===== config.mk =====
export PLATFORM = sky130hd
export DESIGN_NAME = m16_decoder
export DESIGN_NICKNAME = d
export VERILOG_FILES = /design/src/rtl/m16_dec_pkg.sv /design/src/rtl/m16_regmap.sv /design/src/rtl/m16_decode_core.sv /design/src/rtl/m16_out_stage.sv /design/src/rtl/m16_decoder.sv
export SDC_FILE = /design/constraint.sdc
export NUM_CORES = 1
export LEC_CHECK = 0
export CAP_MARGIN = 20
export CELL_PAD_IN_SITES_DETAIL_PLACEMENT = 2
export CELL_PAD_IN_SITES_GLOBAL_PLACEMENT = 2
export CORE_MARGIN = 5
export CORE_UTILIZATION = 28
export DETAILED_ROUTE_END_ITERATION = 7
export PLACE_DENSITY = 0.88
export SYNTH_ARGS = -nofsm -noshare
export SYNTH_HDL_FRONTEND = slang
export SYNTH_SLANG_ARGS = --single-unit
export TNS_END_PERCENT = 5

===== constraint.sdc =====
create_clock -name clk -period 2.45 [get_ports clk]
set_clock_uncertainty 0.1 [all_clocks]
set_input_delay 0.3675 -clock clk [delete_from_list [all_inputs] [get_ports clk]]
set_output_delay 0.3675 -clock clk [all_outputs]
set_load 0.01 [all_outputs]

===== src/rtl/m16_dec_pkg.sv =====
package m16_dec_pkg;
  typedef enum logic [2:0] {
    CLS_ALU = 3'd0, CLS_LOAD = 3'd1, CLS_STORE = 3'd2, CLS_MULDIV = 3'd3, CLS_NONE = 3'd4
  } op_class_e;

  typedef enum logic [3:0] {
    ALU_ADD = 4'd0, ALU_SUB = 4'd1, ALU_AND = 4'd2, ALU_OR = 4'd3, ALU_XOR = 4'd4,
    ALU_NOR = 4'd5, ALU_SLT = 4'd6, ALU_SLTU = 4'd7, ALU_SLL = 4'd8, ALU_SRL = 4'd9,
    ALU_SRA = 4'd10, ALU_MULT = 4'd11, ALU_MULTU = 4'd12, ALU_DIV = 4'd13, ALU_DIVU = 4'd14
  } alu_op_e;

  localparam int INSTR_W = 16;
  localparam int FIELD_W = 3;
  localparam int REG_W   = 5;
  localparam int SIZE_W  = 2;

  localparam logic [SIZE_W-1:0] SZ_BYTE = 2'd0;
  localparam logic [SIZE_W-1:0] SZ_HALF = 2'd1;
  localparam logic [SIZE_W-1:0] SZ_WORD = 2'd2;

  localparam logic [REG_W-1:0] REG_ZERO = 5'd0;
  localparam logic [REG_W-1:0] REG_CMP  = 5'd24;
  localparam logic [REG_W-1:0] REG_SP   = 5'd29;
endpackage


===== src/rtl/m16_regmap.sv =====
module m16_regmap
  import m16_dec_pkg::*;
(
  input  logic [FIELD_W-1:0] fld,
  output logic [REG_W-1:0]   reg_idx
);
  // codes 0 and 1 reach the upper pair 16/17, the rest index directly
  always_comb begin
    if (fld < FIELD_W'(2)) reg_idx = {4'b1000, fld[0]};
    else                   reg_idx = REG_W'(fld);
  end
endmodule


===== src/rtl/m16_decode_core.sv =====
module m16_decode_core
  import m16_dec_pkg::*;
#(
  parameter int IMM_W = 32
) (
  input  logic [INSTR_W-1:0] instr,
  input  logic [REG_W-1:0]   rx_m,
  input  logic [REG_W-1:0]   ry_m,
  input  logic [REG_W-1:0]   rz_m,
  output logic [2:0]         cls,
  output logic [3:0]         alu_op,
  output logic [REG_W-1:0]   src_a,
  output logic [REG_W-1:0]   src_b,
  output logic [REG_W-1:0]   dst,
  output logic [IMM_W-1:0]   imm,
  output logic               use_imm,
  output logic [SIZE_W-1:0]  size,
  output logic               uns,
  output logic               is_load,
  output logic               is_store,
  output logic               wr_en,
  output logic               illegal
);
  logic [4:0] major, fn5;
  logic [1:0] fn2;
  logic [2:0] shamt;
  logic [SIZE_W-1:0] msz;

  assign major = instr[15:11];
  assign fn5   = instr[4:0];
  assign fn2   = instr[1:0];
  assign shamt = instr[4:2];
  // access size from the low opcode bits shared by the load and store groups
  assign msz   = major[1] ? SZ_WORD : (major[0] ? SZ_HALF : SZ_BYTE);

  always_comb begin
    cls = CLS_NONE; alu_op = ALU_ADD; src_a = REG_ZERO; src_b = REG_ZERO; dst = REG_ZERO;
    imm = '0; use_imm = 1'b0; size = SZ_BYTE; uns = 1'b0;
    is_load = 1'b0; is_store = 1'b0; wr_en = 1'b0; illegal = 1'b1;
    case (major)
      5'b10000, 5'b10100, 5'b10001, 5'b10101, 5'b10011: begin
        illegal = 1'b0; cls = CLS_LOAD; is_load = 1'b1; wr_en = 1'b1; use_imm = 1'b1;
        src_a = rx_m; dst = ry_m; size = msz; uns = major[2];
        imm = IMM_W'(instr[4:0]) << msz;
      end
      5'b11000, 5'b11001, 5'b11011: begin
        illegal = 1'b0; cls = CLS_STORE; is_store = 1'b1; use_imm = 1'b1;
        src_a = rx_m; src_b = ry_m; size = msz;
        imm = IMM_W'(instr[4:0]) << msz;
      end
      5'b10010: begin
        illegal = 1'b0; cls = CLS_LOAD; is_load = 1'b1; wr_en = 1'b1; use_imm = 1'b1;
        src_a = REG_SP; dst = rx_m; size = SZ_WORD;
        imm = IMM_W'(instr[7:0]) << 2;
      end
      5'b11010: begin
        illegal = 1'b0; cls = CLS_STORE; is_store = 1'b1; use_imm = 1'b1;
        src_a = REG_SP; src_b = rx_m; size = SZ_WORD;
        imm = IMM_W'(instr[7:0]) << 2;
      end
      5'b01000: begin
        if (!instr[4]) begin
          illegal = 1'b0; cls = CLS_ALU; wr_en = 1'b1; use_imm = 1'b1;
          src_a = rx_m; dst = ry_m;
          imm = {{(IMM_W-4){instr[3]}}, instr[3:0]};
        end
      end
      5'b01001: begin
        illegal = 1'b0; cls = CLS_ALU; wr_en = 1'b1; use_imm = 1'b1;
        src_a = rx_m; dst = rx_m;
        imm = {{(IMM_W-8){instr[7]}}, instr[7:0]};
      end
      5'b01101: begin
        illegal = 1'b0; cls = CLS_ALU; wr_en = 1'b1; use_imm = 1'b1; alu_op = ALU_OR;
        dst = rx_m; imm = IMM_W'(instr[7:0]);
      end
      5'b01010, 5'b01011, 5'b01110: begin
        illegal = 1'b0; cls = CLS_ALU; wr_en = 1'b1; use_imm = 1'b1;
        alu_op = major[2] ? ALU_XOR : (major[0] ? ALU_SLTU : ALU_SLT);
        src_a = rx_m; dst = REG_CMP; imm = IMM_W'(instr[7:0]);
      end
      5'b00110: begin
        if (fn2 != 2'b01) begin
          illegal = 1'b0; cls = CLS_ALU; wr_en = 1'b1; use_imm = 1'b1;
          alu_op = (fn2 == 2'b00) ? ALU_SLL : ((fn2 == 2'b10) ? ALU_SRL : ALU_SRA);
          src_a = ry_m; dst = rx_m;
          imm = (shamt == 3'd0) ? IMM_W'(8) : IMM_W'(shamt);
        end
      end
      5'b11100: begin
        if (fn2[0]) begin
          illegal = 1'b0; cls = CLS_ALU; wr_en = 1'b1;
          alu_op = fn2[1] ? ALU_SUB : ALU_ADD;
          src_a = rx_m; src_b = ry_m; dst = rz_m;
        end
      end
      5'b11101: begin
        illegal = 1'b0; cls = CLS_ALU; wr_en = 1'b1;
        src_a = rx_m; src_b = ry_m; dst = rx_m;
        case (fn5)
          5'b00010: begin alu_op = ALU_SLT;  dst = REG_CMP; end
          5'b00011: begin alu_op = ALU_SLTU; dst = REG_CMP; end
          5'b01010: begin alu_op = ALU_XOR;  dst = REG_CMP; end
          5'b01011: begin alu_op = ALU_SUB;  src_a = REG_ZERO; end
          5'b01100: alu_op = ALU_AND;
          5'b01101: alu_op = ALU_OR;
          5'b01110: alu_op = ALU_XOR;
          5'b01111: begin alu_op = ALU_NOR;  src_a = REG_ZERO; end
          5'b11000, 5'b11001, 5'b11010, 5'b11011: begin
            cls = CLS_MULDIV; wr_en = 1'b0; dst = REG_ZERO;
            alu_op = alu_op_e'(4'(ALU_MULT) + 4'(fn5[1:0]));
          end
          default: begin
            illegal = 1'b1; cls = CLS_NONE; wr_en = 1'b0;
            src_a = REG_ZERO; src_b = REG_ZERO; dst = REG_ZERO;
          end
        endcase
      end
      default: ;
    endcase
  end
endmodule


===== src/rtl/m16_out_stage.sv =====
module m16_out_stage #(
  parameter int W = 8
) (
  input  logic         clk,
  input  logic         rst_n,
  input  logic         in_valid,
  output logic         in_ready,
  input  logic [W-1:0] in_data,
  input  logic         out_ready,
  output logic         out_valid,
  output logic [W-1:0] out_data
);
  assign in_ready = !out_valid || out_ready;

  always_ff @(posedge clk) begin
    if (!rst_n) begin
      out_valid <= 1'b0;
      out_data  <= '0;
    end else if (in_ready) begin
      out_valid <= in_valid;
      if (in_valid) out_data <= in_data;
    end
  end
endmodule


===== src/rtl/m16_decoder.sv =====
module m16_decoder
  import m16_dec_pkg::*;
#(
  parameter int IMM_W = 32
) (
  input  logic               clk,
  input  logic               rst_n,
  input  logic               in_valid,
  output logic               in_ready,
  input  logic [15:0]        in_instr,
  input  logic               out_ready,
  output logic               out_valid,
  output logic [2:0]         out_class,
  output logic [3:0]         out_alu_op,
  output logic [4:0]         out_src_a,
  output logic [4:0]         out_src_b,
  output logic [4:0]         out_dst,
  output logic [IMM_W-1:0]   out_imm,
  output logic               out_use_imm,
  output logic [1:0]         out_size,
  output logic               out_unsigned,
  output logic               out_is_load,
  output logic               out_is_store,
  output logic               out_wr_en,
  output logic               out_illegal
);
  localparam int NFIELD   = 3;
  localparam int BUNDLE_W = 3 + 4 + 3 * REG_W + IMM_W + 1 + SIZE_W + 5;

  logic [FIELD_W-1:0] fld  [NFIELD];
  logic [REG_W-1:0]   mreg [NFIELD];

  assign fld[0] = in_instr[10:8];
  assign fld[1] = in_instr[7:5];
  assign fld[2] = in_instr[4:2];

  for (genvar g = 0; g < NFIELD; g++) begin : g_map
    m16_regmap u_map (.fld(fld[g]), .reg_idx(mreg[g]));
  end

  logic [2:0]        d_cls;
  logic [3:0]        d_op;
  logic [REG_W-1:0]  d_a, d_b, d_d;
  logic [IMM_W-1:0]  d_imm;
  logic [SIZE_W-1:0] d_sz;
  logic              d_ui, d_un, d_ld, d_st, d_wr, d_ill;

  m16_decode_core #(.IMM_W(IMM_W)) u_core (
    .instr(in_instr), .rx_m(mreg[0]), .ry_m(mreg[1]), .rz_m(mreg[2]),
    .cls(d_cls), .alu_op(d_op), .src_a(d_a), .src_b(d_b), .dst(d_d),
    .imm(d_imm), .use_imm(d_ui), .size(d_sz), .uns(d_un),
    .is_load(d_ld), .is_store(d_st), .wr_en(d_wr), .illegal(d_ill)
  );

  logic [BUNDLE_W-1:0] b_in, b_out;
  assign b_in = {d_cls, d_op, d_a, d_b, d_d, d_imm, d_ui, d_sz, d_un, d_ld, d_st, d_wr, d_ill};

  m16_out_stage #(.W(BUNDLE_W)) u_stage (
    .clk(clk), .rst_n(rst_n), .in_valid(in_valid), .in_ready(in_ready), .in_data(b_in),
    .out_ready(out_ready), .out_valid(out_valid), .out_data(b_out)
  );

  assign {out_class, out_alu_op, out_src_a, out_src_b, out_dst, out_imm, out_use_imm,
          out_size, out_unsigned, out_is_load, out_is_store, out_wr_en, out_illegal} = b_out;
endmodule


# Word level (Yosys, flattened, before mapping)

Index checks and enable logic that the tools add are counted.

Register bits after elaboration: 63
Input bits: 20
Output and inout port bits: 64

Reduce and logical (&&, ||, !) cells: 25
Order comparisons: 3
Shift operators: 1
Multiplexer cells: 51
Eq/ne operators: 33
Add/subtract/negate cells: 1

Operators by type and width:

| cell                                           | count |
|---|---|
| one-hot mux 32 bit (6 select lines)            | 1 |
| == test 5 bit (second input constant)          | 16 |
| 2-to-1 mux 32 bit                              | 2 |
| == test 5 x 4 -> 1 bit (second input constant) | 12 |
| 2-to-1 mux 5 bit                               | 12 |
| one-hot mux 5 bit (7 select lines)             | 1 |
| one-hot mux 4 bit (8 select lines)             | 1 |
| << shifter 5 x 2 -> 32 bit                     | 1 |
| one-hot mux 5 bit (6 select lines)             | 1 |
| OR reduction 12 bit                            | 2 |
| one-hot mux 3 bit (7 select lines)             | 1 |
| 2-to-1 mux 4 bit                               | 5 |
| one-hot mux 4 bit (5 select lines)             | 1 |
| one-hot mux 5 bit (4 select lines)             | 1 |
| OR reduction 8 bit                             | 2 |
| OR reduction 15 bit                            | 1 |
| OR reduction 5 bit                             | 3 |
| 2-to-1 mux 1 bit                               | 14 |
| OR reduction 3 bit                             | 4 |
| OR reduction 4 bit                             | 3 |
| OR reduction 11 bit                            | 1 |
| == test 5 x 2 -> 1 bit (second input constant) | 2 |
| one-hot mux 1 bit (5 select lines)             | 2 |
| one-hot mux 5 bit (2 select lines)             | 1 |
| other kinds (18)                               | 24 |

# Depth between registers and ports, before layout

Gate-level depths: netlist of run 1.

Depth after elaboration: 5
Depth in mapped cells: 8
Gate-level depth less buffers: 7

# Hierarchy

A second synthesis of run 1 with hierarchy kept.

Cells, all modules: 506
Area, all modules: 4033.9 um2

By module, submodules not included:

| module          | instances | area an instance (um2) | cells an instance | sequential area each (um2) |
|---|---|---|---|---|
| m16_out_stage   | 1         | 2583.7                 | 274               | 1261.2 |
| m16_decode_core | 1         | 1360.1                 | 214               | 0.0 |
| m16_regmap      | 3         | 30.0                   | 6                 | 0.0 |

# Worst setup path before layout of run 1

Ideal clock, no wire load.

Path kind: input to register
Start: input in_instr[1]
End: register u_stage.out_data[45]
Setup slack: 401 ps
Buffers on the path: 1
Required time: 2214 ps
Arrival: 1812 ps
Stages: 8
Path through: inv_1 -> ha_1 -> buf_6 -> or4_4 -> o2111ai_2 -> a21oi_2 -> a41oi_4 -> a2111oi_1

Cells in the longest elaborated chain, start to end: 4
Elaborated cells on any way between the ends: 15
Those cells by class: eq/ne: 12; mux: 2; reduce/logical: 1

RTL lines:

| item                                           | RTL line               | RTL |
|---|---|---|
| start, declared                                | m16_decoder.sv:10      | `input logic [15:0] in_instr,` |
| == test 5 x 2 -> 1 bit (tied with other cells) | m16_decode_core.sv:100 | `case (fn5)` |
| OR reduction 12 bit (no source line) *         | n/a                    |  |
| 2-to-1 mux 5 bit *                             | m16_decode_core.sv:100 |  |
| one-hot mux 5 bit (4 select lines) *           | m16_decode_core.sv:40  | `case (major)` |
| end signal, assigned                           | m16_out_stage.sv:21    | `if (in_valid) out_data <= in_data;` |
| end, declared                                  | m16_out_stage.sv:11    | `output logic [W-1:0] out_data` |

Mark *: on every way between the ends. The rest lies on a longest branch, timed or not.
A chain may end at the register's enable or synchronous reset.

==> metrics.cfg, run 1 <==
[logic_synthesis]
synth_area_leaders = dfxtp_1 (26%), a21oi_1 (5.6%), buf_4 (5.5%), clkbuf_8 (4.8%), o21ai_0 (4.8%)
synth_top_area_frac = 0.262
synth_edf_count = 0
yosysWarnings = 0
synth_most_common_cell = dfxtp_1
synth.net_count = 417
synth_cells = 392
synth-seq-cells = 41
postSynth.asyncResetShare = 0
yosysTopAreaCell = dfxtp_1
dominantRegCellSynth = dfxtp_1
synth.distinct_cells = 70
syn-cell-area_sq_mm = 0.00314
ys_seq_area_frac = 0.262
syn_area_per_cell_sq_um = 8.00
synthTopCellsByCount = dfxtp_1 (41), a21oi_1 (35), nand2_1 (35), o21ai_0 (30), nor2_1 (26)

[floorplanning]
rows = 38
die_w_microns = 116
core_area_sq_mm = 0.0109
die_h_microns = 116
initial_core_util = 0.288
dieArea_sq_mm = 0.0134
io_pins = 84

[placed_design]
post-place-ws_ps = -370
dp_cells = 630
place_congestion = 0.895
port_buffers = 82
hpwl_microns = 11300
placedInstanceArea_sq_mm = 0.00426

[critical_path]
crit_path_cell_trace = clkdlybuf4s50_1
cp_num_buf_inv = 1
r2r_slack_ps = 790
reg2regPathDepth = 5
endpoint_kind = primary output
startpoint = u_stage.out_data[39]
critPathKind = flip-flop to primary output
worstPathRequired_ps = 1980
cp_top_family = flip-flops
path_max_fanout = 23
cp.depth = 1
r2r-end = u_stage.out_data[7]
rr_startpoint = u_stage.out_valid
critical_path.endpoint = out_imm[19]
slowest_delay_ps = 740
worst_ep_arrival_time_ps = 1730
start_kind = flip-flop
worst_path_max_delay_cell = dfxtp_1

[routing]
drt_first_pass_iters = 4
drt-wirelength-per-cell_microns = 22.9
num_vias = 3575
drt_iter0_drc = 149
vias_per_cell = 5.60
drc = 0
wl_microns = 14600
antenna_left = 0

[cells_and_area]
fillerInstances = 1250
antennaDiodeCount = 0
fin_nets = 522
regArea_sq_um = 821
drive_above_1_share = 0.207
multi_input_area_sq_mm = 0.00190
area_growth_pct = 40.8
fin_cells = 638
finalInstanceArea_sq_mm = 0.00442

[pwr]
finalPower_mw = 1.78
swShare = 0.350
p_per_area_mw_per_mm2 = 402
p_seq_frac = 0.404
power.internal_mw = 1.15
switchingPower_mw = 0.622
clkPwrFrac = 0.270
power.leakage_nw = 1.65
peakVddDrop_uv = 196
p_comb_frac = 0.326

[clock_tree]
clkSlewWorstSetupHoldPaths_ps = 90
clockBufferDepth = 2
cts_sinks = 41
post_cts_buffers = 0
numCtsBuffers = 5
cts_tree = built
root_buffer = clkbuf_8
worstSkewPairLatency_ps = 300
cts-htree-levels = 2

[timing]
finalCriticalPeriod_ps = 2190
max_slew_margin = 0.572
setup_viol = 0
period_share = 0.895
tns_ps = 0
rsz0062_at_grt = no
setup_ws_ps = 256
worst_slew_pin_slew_ps = 641
fmax_ghz = 0.456
drv_slew = 0
hold_viol_final = 0

[status]
status = finished, final reports clean

[global_route]
grt_pass1_wl_microns = 22100
grt_usage = 0.210
grt_max_degree = 35
antenna_found_initial = 0
grt_pass1_vias = 3931
grt.overflow.total = 0

[flow_run]
drv_cap = 0

[min_path]
holdCritPathClass = input port to flip-flop

-- routing by layer --
metal / vias up / global-route usage / part of all wire
met5: - / 0 / 0
met4: 0 / 0.0572 / 0.019
met3: 23 / 0.0240 / 0.054
met2: 103 / 0.370 / 0.51
met1: 1802 / 0.272 / 0.42
li1: 1647 / - / -
-- sequential cells by signal, summed over array words and instances (netlist names) --
signal and flops:
u_stage.out_valid 1, u_stage.out_data 40
-- power groups by stage --
| stage | clock [mW] | combinational [mW] | sequential [mW] |
|---|---|---|---|
| after floorplan | 0 | 0.273 | 0.741 |
| after global placement | 0 | 0.534 | 0.731 |
| after detailed placement | 0 | 0.556 | 0.732 |
| after CTS | 0.489 | 0.563 | 0.718 |
| after global routing | 0.519 | 0.618 | 0.722 |
| final | 0.479 | 0.579 | 0.718 |
-- through the flow --
step | utilization | hold slack [ps]
2_1_floorplan | - | 381
3_3_place_gp | 0.392 | 351
3_5_place_dp | 0.392 | 360
4_1_cts | 0.400 | 374
5_1_grt | 0.406 | 316
6_report | 0.406 | 312
-- worst min-delay path by stage --
stage / startpoint / endpoint / cells past startpoint
after detailed placement: u_stage.out_data[5] / u_stage.out_data[5] / 2
final: in_instr[1] / u_stage.out_data[9] / 3
after global placement: u_stage.out_data[2] / u_stage.out_data[2] / 2
after floorplan: u_stage.out_data[2] / u_stage.out_data[2] / 2
after global routing: in_instr[1] / u_stage.out_data[9] / 3
after CTS: u_stage.out_data[5] / u_stage.out_data[5] / 2
-- cells in the final DEF, fill, tap and decap left out, types with 3 or more instances in the layout --
cell             synthesis  routed
a221o_1                  5       5
mux2i_1                  3       3
nand2_1                 35      35
nor2_1                  26      26
nand2b_1                 6       6
a221oi_1                 6       6
buf_4                   23      68
dfxtp_1                 41      41
nor3_1                  10      10
clkdlybuf4s50_1          0      80
o211ai_1                 5       5
a21oi_1                 35      35
o221ai_1                 8       7
inv_1                   10      10
a211oi_1                 4       4
clkbuf_8                11       5
buf_12                   0       3
nor2b_1                 12      12
o21a_1                   4       4
a22oi_1                  9       9
o22ai_1                  3       3
and2_1                   4       4
o21ai_0                 30      29
nand3_1                  9       9
a31oi_1                  8       8
ha_1                     5       5
a2111oi_2                2       5
-- what timing repair did --
item / in CTS / in global routing
gates resized for setup: 4 / 12
endpoints found under the setup margin: 4 / 18
hold buffers: 0 / 0
-- kinds of logic (layout without fill, tap and decap cells) --
group | Yosys count | in the layout | share of synthesized area
AOI/OAI and AO/OA | 150 | 150 | 0.339
and+or+nand+nor | 126 | 126 | 0.213
buffers and inverters | 65 | 171 | 0.152
DFF | 41 | 41 | 0.262
adders and majority gates | 5 | 5 | 0.0199
muxes | 3 | 3 | 0.00957
other | 1 | 1 | 0.00120
xor gates and xnor gates | 1 | 1 | 0.00279
-- area by class of cell --
class / instances / area share
sequential: 41 / 0.186
multi-input combinational: 286 / 0.430
tap: 140 / 0.0397
inverter: 10 / 0.00850
clock inverter: 3 / 0.00397
timing repair buffer: 153 / 0.316
clock buffer: 5 / 0.0156
Power figures use the tool's default switching activity.
==> inputs of run 2 (changes only) <==
Settings changed: CAP_MARGIN 20 to unset.
==> results of run 2 <==
Same layout as run 1: the final DEF is identical, and so are final timing and power.
==> inputs of run 3 (changes only) <==
Settings changed: HOLD_SLACK_MARGIN set to 0.03, PLACE_DENSITY 0.88 to 0.87.
==> run 3 against run 2 <==
Compared with the run above:
- fmax is 7.2% lower
- count of clock-buffer cells in the layout stayed put
- combinational power is 2% lower
- sequential share of layout area is 0.16 points higher
- power is 0.28% lower
- hold slack better by 61 ps
- via count is 0.98% lower
- critical path depth is 8 higher
- final cell count is 0.31% lower
==> metrics.cfg, run 3 (synthesis gave the netlist of run 1 again) <==
[status]
status = finished, final reports clean

[timing]
fmax_ghz = 0.423  ; -7.2%
finalCriticalPeriod_ps = 2360  ; +170 ps
period_share = 0.965  ; +0.0693
worst_slew_pin_slew_ps = 630  ; -11.3 ps
hold_viol_final = 0  ; unchanged
setup_viol = 0  ; unchanged
drv_slew = 0  ; unchanged
rsz0062_at_grt = yes
tns_ps = 0  ; unchanged
max_slew_margin = 0.580  ; +0.00754

[placed_design]
hpwl_microns = 10900  ; -3.6%
placedInstanceArea_sq_mm = 0.00425  ; -0.35%
place_congestion = 0.939  ; +4.9%
port_buffers = 82  ; unchanged
dp_cells = 628  ; -0.32%

[critical_path]
reg2regPathDepth = 6  ; +1
worst_ep_arrival_time_ps = 2450  ; +720 ps
start_kind = input port
endpoint_kind = flip-flop
path_max_fanout = 4  ; -83%
r2r_slack_ps = 740  ; -50 ps
rr_startpoint = u_stage.out_valid
r2r-end = u_stage.out_data[15]
worstPathRequired_ps = 2540  ; +560 ps
critPathKind = input port to flip-flop

[routing]
drt_first_pass_iters = 5  ; +1
num_vias = 3540  ; -0.98%
vias_per_cell = 5.57  ; -0.67%
wl_microns = 14300  ; -2.3%
drc = 0  ; unchanged
drt_iter0_drc = 198  ; +33%
antenna_left = 0  ; unchanged
drt-wirelength-per-cell_microns = 22.4  ; -2.0%

[global_route]
grt_max_degree = 37  ; +5.7%
grt_usage = 0.209  ; -0.000990
antenna_found_initial = 0  ; unchanged
grt_pass1_wl_microns = 22000  ; -0.47%
grt_pass1_vias = 3886  ; -1.1%
grt.overflow.total = 0  ; unchanged

[min_path]
hp-start = u_stage.out_data[6]
holdCritPathClass = flip-flop to flip-flop
whs_path_depth = 2  ; -1
hold_path_end = u_stage.out_data[6]

[clock_tree]
cts_sinks = 41  ; unchanged
worstSkewPairLatency_ps = 300  ; about the same
root_buffer = clkbuf_8
numCtsBuffers = 5  ; unchanged
clkSlewWorstSetupHoldPaths_ps = 100  ; about the same
cts-htree-levels = 2  ; unchanged
cts_tree = built
clockBufferDepth = 2  ; unchanged

[cells_and_area]
antennaDiodeCount = 0  ; unchanged
drive_above_1_share = 0.200  ; -0.00723
final_cell_mix = clkdlybuf4s50_1 (82), buf_4 (66), dfxtp_1 (41)
regArea_sq_um = 821  ; unchanged
fillerInstances = 1258  ; +0.64%
area_growth_pct = 39.5
multi_input_area_sq_mm = 0.00187  ; -1.4%
fin_nets = 520  ; -0.38%
finalInstanceArea_sq_mm = 0.00438  ; -0.88%
largest_register_ff_count = 40  ; unchanged
final_common_cell = clkdlybuf4s50_1
largest_registers = u_stage.out_data: 40 flops, u_stage.out_valid: 1 flops
fin_cells = 636  ; -0.31%
regMostFlops = u_stage.out_data

[floorplanning]
rows = 38  ; unchanged
io_pins = 84  ; unchanged
core_area_sq_mm = 0.0109  ; unchanged
die_w_microns = 116  ; unchanged
initial_core_util = 0.288  ; unchanged
die_h_microns = 116  ; unchanged
dieArea_sq_mm = 0.0134  ; unchanged

[pwr]
power.leakage_nw = 1.61  ; -2.0%
peakVddDrop_uv = 223  ; +14%
finalPower_mw = 1.77  ; -0.28%
p_per_area_mw_per_mm2 = 405  ; +0.61%

[flow_run]
drv_cap = 0  ; unchanged

run 3: changes by cell type in the layout (fill, tap and decap cells not counted), sizes merged:
cell	change
clkinv	-1
inv	+1
dlymetal6s2s	-2
buf	-2
clkdlybuf4s50	+2
run 3: where the power goes:
group          switching [mW]  internal, mW  total [mW]  leakage [nW]
sequential             0.0190         0.697       0.716         0.335
clock                   0.280         0.206       0.487        0.0447
combinational           0.315         0.254       0.569          1.23
total                   0.614          1.16        1.77          1.61
run 3: worst max path at each step:
stage          cells past startpoint  slack (ps)   startpoint              endpoint
2_1_floorplan                      8         400  in_instr[1]  u_stage.out_data[45]
3_3_place_gp                       9        -150  in_instr[1]  u_stage.out_data[57]
3_5_place_dp                       8        -250  in_instr[0]  u_stage.out_data[45]
4_1_cts                            9          40  in_instr[0]  u_stage.out_data[50]
5_1_grt                            9         -40  in_instr[1]  u_stage.out_data[52]
6_report                           9          90  in_instr[0]  u_stage.out_data[54]
run 3: final cells by class:
type | instances | share of cell area
Sequential cell | 41 | 0.188
Inverter | 10 | 0.00858
Timing Repair Buffer | 151 | 0.314
Multi-Input combinational cell | 286 | 0.428
Clock inverter | 3 | 0.00572
Clock buffer | 5 | 0.0157
Tap cell | 140 | 0.0400
run 3: critical path: stages:
cell             delay (ps)
clkdlybuf4s50_1         540
inv_2                    90
ha_1                    230
buf_4                   160
o21bai_1                180
a21oi_1                 100
a21o_1                  270
a2111oi_2               420
nor2_1                   90
run 3: per-layer routing:
layer | vias to the layer above | GRT usage | wire [microns]
met2 | 84 | 0.374 | 7320
met4 | 0 | 0.0379 | 188
met3 | 14 | 0.0298 | 615
li1 | 1643 | - | -
met1 | 1799 | 0.270 | 6140
met5 | - | 0 | 0
run 3: through the flow:
step | setup slack (ps) | hold slack (ps) | util
2_1_floorplan | 401 | 381 | -
3_3_place_gp | -152 | 350 | 0.390
3_5_place_dp | -252 | 359 | 0.390
4_1_cts | 36.8 | 374 | 0.399
5_1_grt | -37.7 | 391 | 0.402
6_report | 86.7 | 373 | 0.402
run 3: what timing repair did:
action,in CTS,in global routing
hold buffers,0,0
setup endpoints to repair,1,11
setup buffers,0,0
resized for setup,1,10
